--- src/rtl/mdstk_pkg.sv ---
package mdstk_pkg;
  typedef enum logic {
    OP_MUL = 1'b0,
    OP_DIV = 1'b1
  } op_e;

  typedef enum logic [1:0] {
    ST_IDLE = 2'd0,
    ST_RUN  = 2'd1,
    ST_WB   = 2'd2,
    ST_SPD  = 2'd3
  } st_e;
endpackage

--- src/rtl/mdstk_seq.sv ---
module mdstk_seq #(
  parameter int ITER = 8
) (
  input  logic clk,
  input  logic rst,
  input  logic start_i,
  output logic load_o,
  output logic step_o,
  output logic wb_o,
  output logic spd_o,
  output logic busy_o
);
  import mdstk_pkg::*;
  localparam int CW = (ITER > 1) ? $clog2(ITER) : 1;
  localparam logic [CW-1:0] LAST = CW'(ITER - 1);

  st_e           st_q;
  logic [CW-1:0] cnt_q;
  logic          busy_q;

  assign load_o = start_i && (st_q == ST_IDLE);
  assign step_o = (st_q == ST_RUN);
  assign wb_o   = (st_q == ST_WB);
  assign spd_o  = (st_q == ST_SPD);
  assign busy_o = busy_q;

  always_ff @(posedge clk) begin
    if (rst) begin
      st_q   <= ST_IDLE;
      cnt_q  <= '0;
      busy_q <= 1'b0;
    end else begin
      unique case (st_q)
        ST_IDLE: if (start_i) begin
          st_q   <= ST_RUN;
          cnt_q  <= '0;
          busy_q <= 1'b1;
        end
        ST_RUN: begin
          cnt_q <= cnt_q + 1'b1;
          if (cnt_q == LAST) st_q <= ST_WB;
        end
        ST_WB:  st_q <= ST_SPD;
        ST_SPD: begin
          st_q   <= ST_IDLE;
          busy_q <= 1'b0;
        end
        default: st_q <= ST_IDLE;
      endcase
    end
  end

  // the iteration count advances by one each RUN cycle, or leaves RUN for writeback
  assert_run_progress_R6: assert property (@(posedge clk) disable iff (rst)
    (st_q == ST_RUN) |=> ((st_q == ST_RUN && cnt_q == $past(cnt_q) + 1'b1) || st_q == ST_WB));

  // no state other than IDLE lets a start through
  assert_busy_matches_R10: assert property (@(posedge clk) disable iff (rst)
    (st_q == ST_RUN || st_q == ST_WB) |-> busy_q);
endmodule

--- src/rtl/mdstk_mul.sv ---
module mdstk_mul #(
  parameter int W = 8
) (
  input  logic         clk,
  input  logic         rst,
  input  logic         load_i,
  input  logic         step_i,
  input  logic [W-1:0] mcand_i,
  input  logic [W-1:0] mplier_i,
  output logic [2*W-1:0] prod_o
);
  localparam int PW = 2 * W + 1;

  logic [W-1:0]  mc_q;
  logic [PW-1:0] p_q;
  logic [W:0]    sum;
  logic [PW-1:0] p_next;

  always_comb begin
    sum    = p_q[PW-1:W] + (p_q[0] ? {1'b0, mc_q} : '0);
    p_next = {sum, p_q[W-1:0]} >> 1;
  end

  always_ff @(posedge clk) begin
    if (rst) begin
      mc_q <= '0;
      p_q  <= '0;
    end else if (load_i) begin
      mc_q <= mcand_i;
      p_q  <= {{(W+1){1'b0}}, mplier_i};
    end else if (step_i) begin
      p_q <= p_next;
    end
  end

  assign prod_o = p_q[2*W-1:0];

  // the product register never uses its guard bit once a shift has completed
  assert_guard_clear_R2: assert property (@(posedge clk) disable iff (rst)
    step_i |=> (p_q[PW-1] == 1'b0));
endmodule

--- src/rtl/mdstk_div.sv ---
module mdstk_div #(
  parameter int W    = 8,
  parameter int ITER = 8
) (
  input  logic           clk,
  input  logic           rst,
  input  logic           load_i,
  input  logic           step_i,
  input  logic [2*W-1:0] dvd_i,
  input  logic [W-1:0]   dvs_i,
  output logic [2*W-1:0] quo_o,
  output logic [W-1:0]   rem_o
);
  localparam int SPC = (2 * W + ITER - 1) / ITER;

  logic [W-1:0]   dvs_q;
  logic [W-1:0]   rem_q;
  logic [2*W-1:0] q_q;

  logic [W-1:0]   r_s [SPC+1];
  logic [2*W-1:0] q_s [SPC+1];

  assign r_s[0] = rem_q;
  assign q_s[0] = q_q;

  for (genvar k = 0; k < SPC; k++) begin : g_stage
    logic [W:0] trial;
    logic [W:0] diff;
    logic       fits;
    always_comb begin
      trial = {r_s[k], q_s[k][2*W-1]};
      diff  = trial - {1'b0, dvs_q};
      fits  = (trial >= {1'b0, dvs_q});
    end
    assign r_s[k+1] = fits ? diff[W-1:0] : trial[W-1:0];
    assign q_s[k+1] = {q_s[k][2*W-2:0], fits};
  end

  always_ff @(posedge clk) begin
    if (rst) begin
      dvs_q <= '0;
      rem_q <= '0;
      q_q   <= '0;
    end else if (load_i) begin
      dvs_q <= dvs_i;
      rem_q <= '0;
      q_q   <= dvd_i;
    end else if (step_i) begin
      rem_q <= r_s[SPC];
      q_q   <= q_s[SPC];
    end
  end

  assign quo_o = q_q;
  assign rem_o = rem_q;

  // the partial remainder stays below a nonzero divisor
  assert_rem_bound_R5: assert property (@(posedge clk) disable iff (rst)
    (dvs_q != '0) |-> (rem_q < dvs_q));
endmodule

--- src/rtl/mdstk_unit.sv ---
module mdstk_unit #(
  parameter int W = 8
) (
  input  logic           clk,
  input  logic           rst,
  input  logic           start_i,
  input  logic           op_i,
  input  logic [W-1:0]   acc_i,
  input  logic [W-1:0]   mem_i,
  input  logic [2*W-1:0] dvd_i,
  output logic           busy_o,
  output logic           acc_we_o,
  output logic [W-1:0]   acc_wd_o,
  output logic           push_vld_o,
  output logic [W-1:0]   push_data_o,
  output logic           sp_dec_o,
  output logic           dz_err_o,
  output logic           ovf_o
);
  import mdstk_pkg::*;
  localparam int ITER = W;

  logic           load, step, wb, spd;
  logic [2*W-1:0] prod, quo;
  logic [W-1:0]   rem;
  op_e            op_q;
  logic           dz_q;

  mdstk_seq #(.ITER(ITER)) u_seq (
    .clk(clk), .rst(rst), .start_i(start_i),
    .load_o(load), .step_o(step), .wb_o(wb), .spd_o(spd), .busy_o(busy_o)
  );

  mdstk_mul #(.W(W)) u_mul (
    .clk(clk), .rst(rst), .load_i(load), .step_i(step),
    .mcand_i(mem_i), .mplier_i(acc_i), .prod_o(prod)
  );

  mdstk_div #(.W(W), .ITER(ITER)) u_div (
    .clk(clk), .rst(rst), .load_i(load), .step_i(step),
    .dvd_i(dvd_i), .dvs_i(acc_i), .quo_o(quo), .rem_o(rem)
  );

  always_ff @(posedge clk) begin
    if (rst) begin
      op_q        <= OP_MUL;
      dz_q        <= 1'b0;
      acc_we_o    <= 1'b0;
      acc_wd_o    <= '0;
      push_vld_o  <= 1'b0;
      push_data_o <= '0;
      sp_dec_o    <= 1'b0;
      dz_err_o    <= 1'b0;
      ovf_o       <= 1'b0;
    end else begin
      acc_we_o   <= 1'b0;
      push_vld_o <= 1'b0;
      sp_dec_o   <= spd && !dz_q;
      if (load) begin
        op_q     <= op_e'(op_i);
        dz_q     <= (op_e'(op_i) == OP_DIV) && (acc_i == '0);
        dz_err_o <= 1'b0;
        ovf_o    <= 1'b0;
      end
      if (wb) begin
        if (op_q == OP_MUL) begin
          acc_we_o    <= 1'b1;
          push_vld_o  <= 1'b1;
          acc_wd_o    <= prod[W-1:0];
          push_data_o <= prod[2*W-1:W];
        end else if (dz_q) begin
          dz_err_o <= 1'b1;
        end else begin
          acc_we_o    <= 1'b1;
          push_vld_o  <= 1'b1;
          acc_wd_o    <= quo[W-1:0];
          push_data_o <= W'(0) - rem;
          ovf_o       <= |quo[2*W-1:W];
        end
      end
    end
  end

  // accumulator write and push always coincide
  assert_write_push_pair_R6: assert property (@(posedge clk) disable iff (rst)
    acc_we_o == push_vld_o);

  // results only appear while busy
  assert_write_while_busy_R6: assert property (@(posedge clk) disable iff (rst)
    acc_we_o |-> busy_o);

  // decrement follows each push by exactly one cycle
  assert_dec_after_push_R7: assert property (@(posedge clk) disable iff (rst)
    push_vld_o |=> sp_dec_o);
  assert_dec_only_after_push_R7: assert property (@(posedge clk) disable iff (rst)
    sp_dec_o |-> $past(push_vld_o));

  // a zero divisor blocks the writes
  assert_dz_no_write_R8: assert property (@(posedge clk) disable iff (rst)
    dz_err_o |-> !acc_we_o && !push_vld_o);

  // overflow never reported for a multiply
  assert_mul_no_ovf_R9: assert property (@(posedge clk) disable iff (rst)
    (acc_we_o && op_q == OP_MUL) |-> !ovf_o);
endmodule

--- config.mk ---
export PLATFORM = sky130hd
export DESIGN_NAME = mdstk_unit
export DESIGN_NICKNAME = d
export VERILOG_FILES = /design/src/rtl/mdstk_pkg.sv /design/src/rtl/mdstk_seq.sv /design/src/rtl/mdstk_mul.sv /design/src/rtl/mdstk_div.sv /design/src/rtl/mdstk_unit.sv
export SDC_FILE = /design/constraint.sdc
export NUM_CORES = 1
export LEC_CHECK = 0
export BUFFER_PORTS_ARGS = -buffer_cell sky130_fd_sc_hd__buf_2
export CAP_MARGIN = 15
export CORE_MARGIN = 1
export CORE_UTILIZATION = 53
export DETAILED_ROUTE_END_ITERATION = 8
export PLACE_DENSITY_LB_ADDON = 0.08
export REMOVE_ABC_BUFFERS = 1
export SLEW_MARGIN = 20
export SYNTH_ARGS = -nofsm -noshare
export SYNTH_HDL_FRONTEND = slang
export SYNTH_SLANG_ARGS = --single-unit
export TNS_END_PERCENT = 1
--- constraint.sdc ---
create_clock -name clk -period 3.8 [get_ports clk]
set_input_delay 0.95 -clock clk [delete_from_list [all_inputs] [get_ports clk]]
set_output_delay 0.95 -clock clk [all_outputs]
set_load 0.02 [all_outputs]
## After elaboration in Yosys (flattened, before gate mapping)

Index checks and enable logic that the tools add are counted.

- Equality and inequality tests: 7
- Bitwise gates (word level): 1
- Add/sub/neg operators: 5
- Order comparisons: 2
- Multiplexer cells: 28
- Reduce and logical (&&, ||, !) cells: 16

Operators by type and width:

| kind | count |
|---|---|
| $mux 8 | 9 |
| $mux 16 | 2 |
| $ge 9x8->1 | 2 |
| $sub 8x8->8 | 2 |
| $mux 1 | 11 |
| $add 8x8->9 | 1 |
| $logic_not 8->1 | 1 |
| $pmux 2 s4 | 1 |
| $reduce_and 2->1 | 4 |
| $reduce_or 8->1 | 1 |
| $sub 1x8->8 const A | 1 |
| $pmux 3 s2 | 1 |
| $reduce_bool 2->1 | 3 |
| $eq 2x2->1 const B | 2 |
| $mux 2 | 2 |
| $ne 2x2->1 const B | 2 |
| $reduce_or 2->1 | 2 |
| $add 3x1->3 const B | 1 |
| $eq 3x3->1 const B | 1 |
| $logic_and 1x1->1 | 3 |
| $mux 3 | 1 |
| $eq 2x1->1 const B | 1 |
| $logic_not 2->1 | 1 |
| $ne 2x1->1 const B | 1 |
| other kinds (3) | 3 |

- Bits in registers: 84
- Output and inout bits: 22
- Word-level logic and storage cells: 76
- Input bits: 36

## Depth between registers and ports, before layout

- Depth in word-level cells: 6
- Gate-level depth with buffers: 17
- Depth with buffers taken out: 17

## Modules after synthesis

From an unflattened synthesis, not the netlist that was laid out.

- Cells, all modules: 581
- Area, all modules: 5043.6 µm²

By module, submodules not included:

| module | times used | cells an instance | sequential area each (µm²) | area an instance (µm²) |
|---|---|---|---|---|
| mdstk_div | 1 | 271 | 640.6 | 2255.9 |
| mdstk_mul | 1 | 152 | 480.5 | 1335.0 |
| mdstk_unit | 1 | 123 | 440.4 | 1113.6 |
| mdstk_seq | 1 | 35 | 120.1 | 339.1 |

## Worst setup path before layout

No wires, ideal clock.

- Path type: register to register
- From: reg u_div.rem_q[5] (netlist: u_div.rem_o[5])
- To: reg u_div.rem_q[0] (netlist: u_div.rem_o[0])
- Setup slack: 0.018 ns
- Library setup time: 0.067 ns
- Clock period less this slack: 3.782 ns
- Data required time: 3.733 ns
- Buffers on the path: 1
- Arrival: 3.714 ns
- Cell stages (with the launch flop): 15
- Path through: dfxtp_1 -> ha_1 -> a21o_1 -> a211oi_1 -> or2b_1 -> buf_2 -> mux2i_1 -> ha_1 -> nor2b_4 -> o31a_1 -> o31a_1 -> nor4_4 -> a21boi_1 -> a311o_1 -> a21oi_2

- Word-level cells in the longest chain between the ends: 4
- Elaborated cells between the ends (all ways): 5
- Those cells by class: add/sub: 1; order compare: 2; mux: 2

Ends and longest elaborated chain:

| item | RTL line | source |
|---|---|---|
| start: declaration | mdstk_div.sv:17 | `logic [W-1:0] rem_q;` |
| start signal: assignment | mdstk_div.sv:49 | `rem_q <= r_s[SPC];` |
| $sub 8x8->8 / $ge 9x8->1 (equally long branches) | mdstk_div.sv:32, mdstk_div.sv:33 |  |
| $mux 8 (*) | mdstk_div.sv:35 | `assign r_s[k+1] = fits ? diff[W-1:0] : trial[W-1:0];` |
| $ge 9x8->1 (*) | mdstk_div.sv:33 | `fits = (trial >= {1'b0, dvs_q});` |
| $mux 8 (*) | mdstk_div.sv:35 |  |

Mark *: on every way between the ends. The rest lies on a longest branch, timed or not.
A chain may end at the register's enable or synchronous reset.

## Final worst setup path

- From: reg u_div.dvs_q[0]
- To: reg u_div.rem_q[4] (netlist: u_div.rem_o[4])

- Word-level cells in the longest chain between the ends: 4
- Elaborated cells between the ends (all ways): 6
- Those cells by class: add/sub: 2; order compare: 2; mux: 2

Ends and longest elaborated chain:

| item | RTL line | source |
|---|---|---|
| start: declaration | mdstk_div.sv:16 | `logic [W-1:0] dvs_q;` |
| start signal: assignment | mdstk_div.sv:45 | `dvs_q <= dvs_i;` |
| $sub 8x8->8 / $ge 9x8->1 (equally long branches) | mdstk_div.sv:32, mdstk_div.sv:33 |  |
| $mux 8 | mdstk_div.sv:35 |  |
| $sub 8x8->8 / $ge 9x8->1 (equally long branches) | mdstk_div.sv:32, mdstk_div.sv:33 |  |
| $mux 8 (*) | mdstk_div.sv:35 |  |

Marks and branches as above.

==> flow_summary.toml <==
[run_status]
status = "finished, final reports clean"

[clock_tree]
holdBufCountCts = 0
cts-root-buf = "clkbuf_8"
htree_num_levels = 3
cts_tree = "done"
cts.sink_count = 84
cts.clk_slew.worst_paths_ns = 0.09
cts_buffer_depth = 2
insertion_delay_ns = 0.35
cts_made_buffers = 9

[place]
routabilityCongestion = 0.989
dpl.cell_count = 737
dp_hpwl_um = 8590
placed_area_mm2 = 0.00537
port_buffers = 57
preCtsSetupSlack_ns = -0.0607

[sta]
fin_skew_ns = 0.0147
maxSlewViolCount = 0
fin_ws_ns = 0.204
period_needed_ns = 3.60
fin_crit_sh_pct = 94.6
relSlewSlack_pct = 53.9
setup_violations = 0
hold_viol = 0
max_freq_mhz = 278
grt_setup_unrepaired = "false"
tightest_slew_ns = 0.692

[critical_path]
ff2ff_path_depth = 16
critPathLaunch = "u_div.dvs_q[0]"
start_kind = "flip-flop"
crit_fanout = 8
regToRegSetupSlack_ns = 0.20
rr_startpoint = "u_div.dvs_q[0]"
worstPathRequired_ns = 4.05
setup.worst_path.end = "u_div.rem_o[4]"
cp.arrival_ns = 3.84
end_kind = "flip-flop"
reg2reg_to = "u_div.rem_o[4]"
critPathKind = "reg -> reg"

[finish]
regArea_mm2 = 0.00169
final_util_pct = 66.2
multi_input_area_mm2 = 0.00310
diodes = 0
drive_gt1_share_pct = 26.4
final_cell_area_mm2 = 0.00577
fill_cells = 763
layout.nets = 712
final_cells = 755
areaGrowthSynthToFinish_pct = 20.5

[logic_synthesis]
async_reset_ff_share_pct = 0
ys.flop_type = "dfxtp_1"
yosys.area.top_type = "dfxtp_1"
ys_ff_latch = 84
synth-edff-count = 0
synth_seq_area_share_pct = 35.1
synth_warnings = 0
synth_area_leaders = "dfxtp_1 35%, mux2i_1 8.8%, ha_1 8.1%"
synth_top_area_share_pct = 35.1
yosysUniqueCellTypes = 51
syn_inst = 567
syn-cell-area_mm2 = 0.00479
syn_area_per_cell_um2 = 8.45

[global_route]
grt_max_degree = 70
grt_usage_pct = 25.4
grt_remaining_overflow = 0
grt_pass1_vias = 4210
grt_pass1_wl_um = 19600
antenna_found_initial = 0

[route]
wl_per_cell_um = 15.5
drc_errors = 0
antenna_left = 0
drt_iter0_drc = 136
dr.pass1.iters = 4
vias = 4249
routed_wl_um = 11700
viasPerCell = 5.63

[worst_hold_path]
hold_start = "u_mul.mc_q[0]"
hold_path_class = "reg -> reg"

[floorplan]
core_area_mm2 = 0.00872
die_h_um = 97.1
rows = 34
die-area_mm2 = 0.00942
ios = 58
initial_core_util_pct = 54.9
die_width_um = 97.1

[run]
max_cap_violations = 0
==> cells by family after synthesis <==
kind of cell               after synthesis  synth area share (%)
adders and majority gates               34                  9.35
buffers and inverters                   54                  4.36
muxes                                   53                  11.4
and+or+nand+nor                        191                  18.4
xor gates and xnor gates                17                  3.11
AOI/OAI and AO/OA                      134                  18.3
DFF                                     84                  35.1
==> synth_stat cells, types with 2 or more instances <==
master,instances
a211oi_1,36
a21boi_1,2
a21o_1,4
a21oi_1,44
a311o_1,2
a32oi_1,3
and2_1,8
and3_1,2
buf_1,5
buf_2,2
clkbuf_1,23
dfxtp_1,84
fa_1,3
ha_1,31
inv_1,23
mux2_2,11
mux2i_1,42
nand2_1,66
nand2b_1,4
nand3_1,9
nor2_1,67
nor2b_1,5
nor3_1,11
nor4_1,5
nor4_4,2
o211ai_1,5
o21a_1,5
o21ai_0,19
o21bai_1,2
o31a_1,3
or3_1,4
xnor2_1,10
xor2_1,7
==> worst min-delay path by stage <==
stage	endpoint	slack, ns	cells past startpoint
after global routing	u_mul.mc_q[4]	0.48	2
after detailed placement	u_mul.mc_q[4]	0.45	2
final	u_mul.mc_q[0]	0.46	2
after floorplan	u_mul.mc_q[0]	0.43	2
after global placement	u_mul.mc_q[4]	0.44	2
after CTS	u_mul.mc_q[0]	0.46	2
==> worst max-delay path, stage by stage, from the launching register on <==
cell	delay, ns
dfxtp_1	0.43
ha_4	0.16
inv_1	0.05
fa_2	0.36
a211oi_2	0.21
o21bai_1	0.12
a21oi_1	0.18
xnor2_1	0.08
mux2_2	0.27
ha_1	0.29
nand3_1	0.09
nor3_1	0.06
a311o_1	0.33
nor4_4	0.29
nand2_2	0.20
mux2i_1	0.17
a211oi_1	0.20
==> repair_timing <==
| action | CTS | global route |
|---|---|---|
| setup endpoints to repair | 7 | 8 |
| buffers inserted | 0 | 2 |
| pin swaps | 0 | 11 |
| resized for setup | 2 | 45 |
==> layer usage <==
metal | global-route usage [%] | routed length (um)
met1 | 32.4 | 5280
met4 | 7.81 | 127
met2 | 44.0 | 5800
met3 | 3.74 | 514
met5 | 0 | 0
==> per-stage QoR <==
step	setup TNS, ns	hold WS (ns)
3_5_place_dp	-0.198	0.446
5_1_grt	0	0.481
2_1_floorplan	0	0.426
3_3_place_gp	0	0.442
6_report	0	0.457
4_1_cts	0	0.458
==> registers in the layout, indices dropped and copies added (netlist names), 3 cells and up <==
name         cells
u_seq.cnt_q      3
u_mul.mc_q       8
u_mul.p_q       16
push_data_o      8
u_div.quo_o     16
u_div.rem_o      8
acc_wd_o         8
u_div.dvs_q      8
==> area by class of cell <==
type | count | share of cell area, %
clock buffers | 11 | 2.45
clock inverters | 5 | 0.759
inverters | 23 | 1.54
multi-input cells | 429 | 53.7
flip-flops and latches | 84 | 29.4
well taps | 108 | 2.34
repair buffers | 95 | 9.89
==> layout by cell type (no fill, tap or decap), types with 11 or more instances in the layout <==
cell      synthesis  layout
dfxtp_1          84      74
buf_4             1      38
nor3_1           11      11
a211oi_1         36      34
o21ai_0          19      17
buf_2             2      57
nand2_1          66      65
inv_1            23      17
ha_1             31      20
a21oi_1          44      40
nor2_1           67      65
mux2i_1          42      41
Power is left out: the tool's default activity adds up to more than one toggle a clock period on the data nets, which glitch-free logic cannot reach.
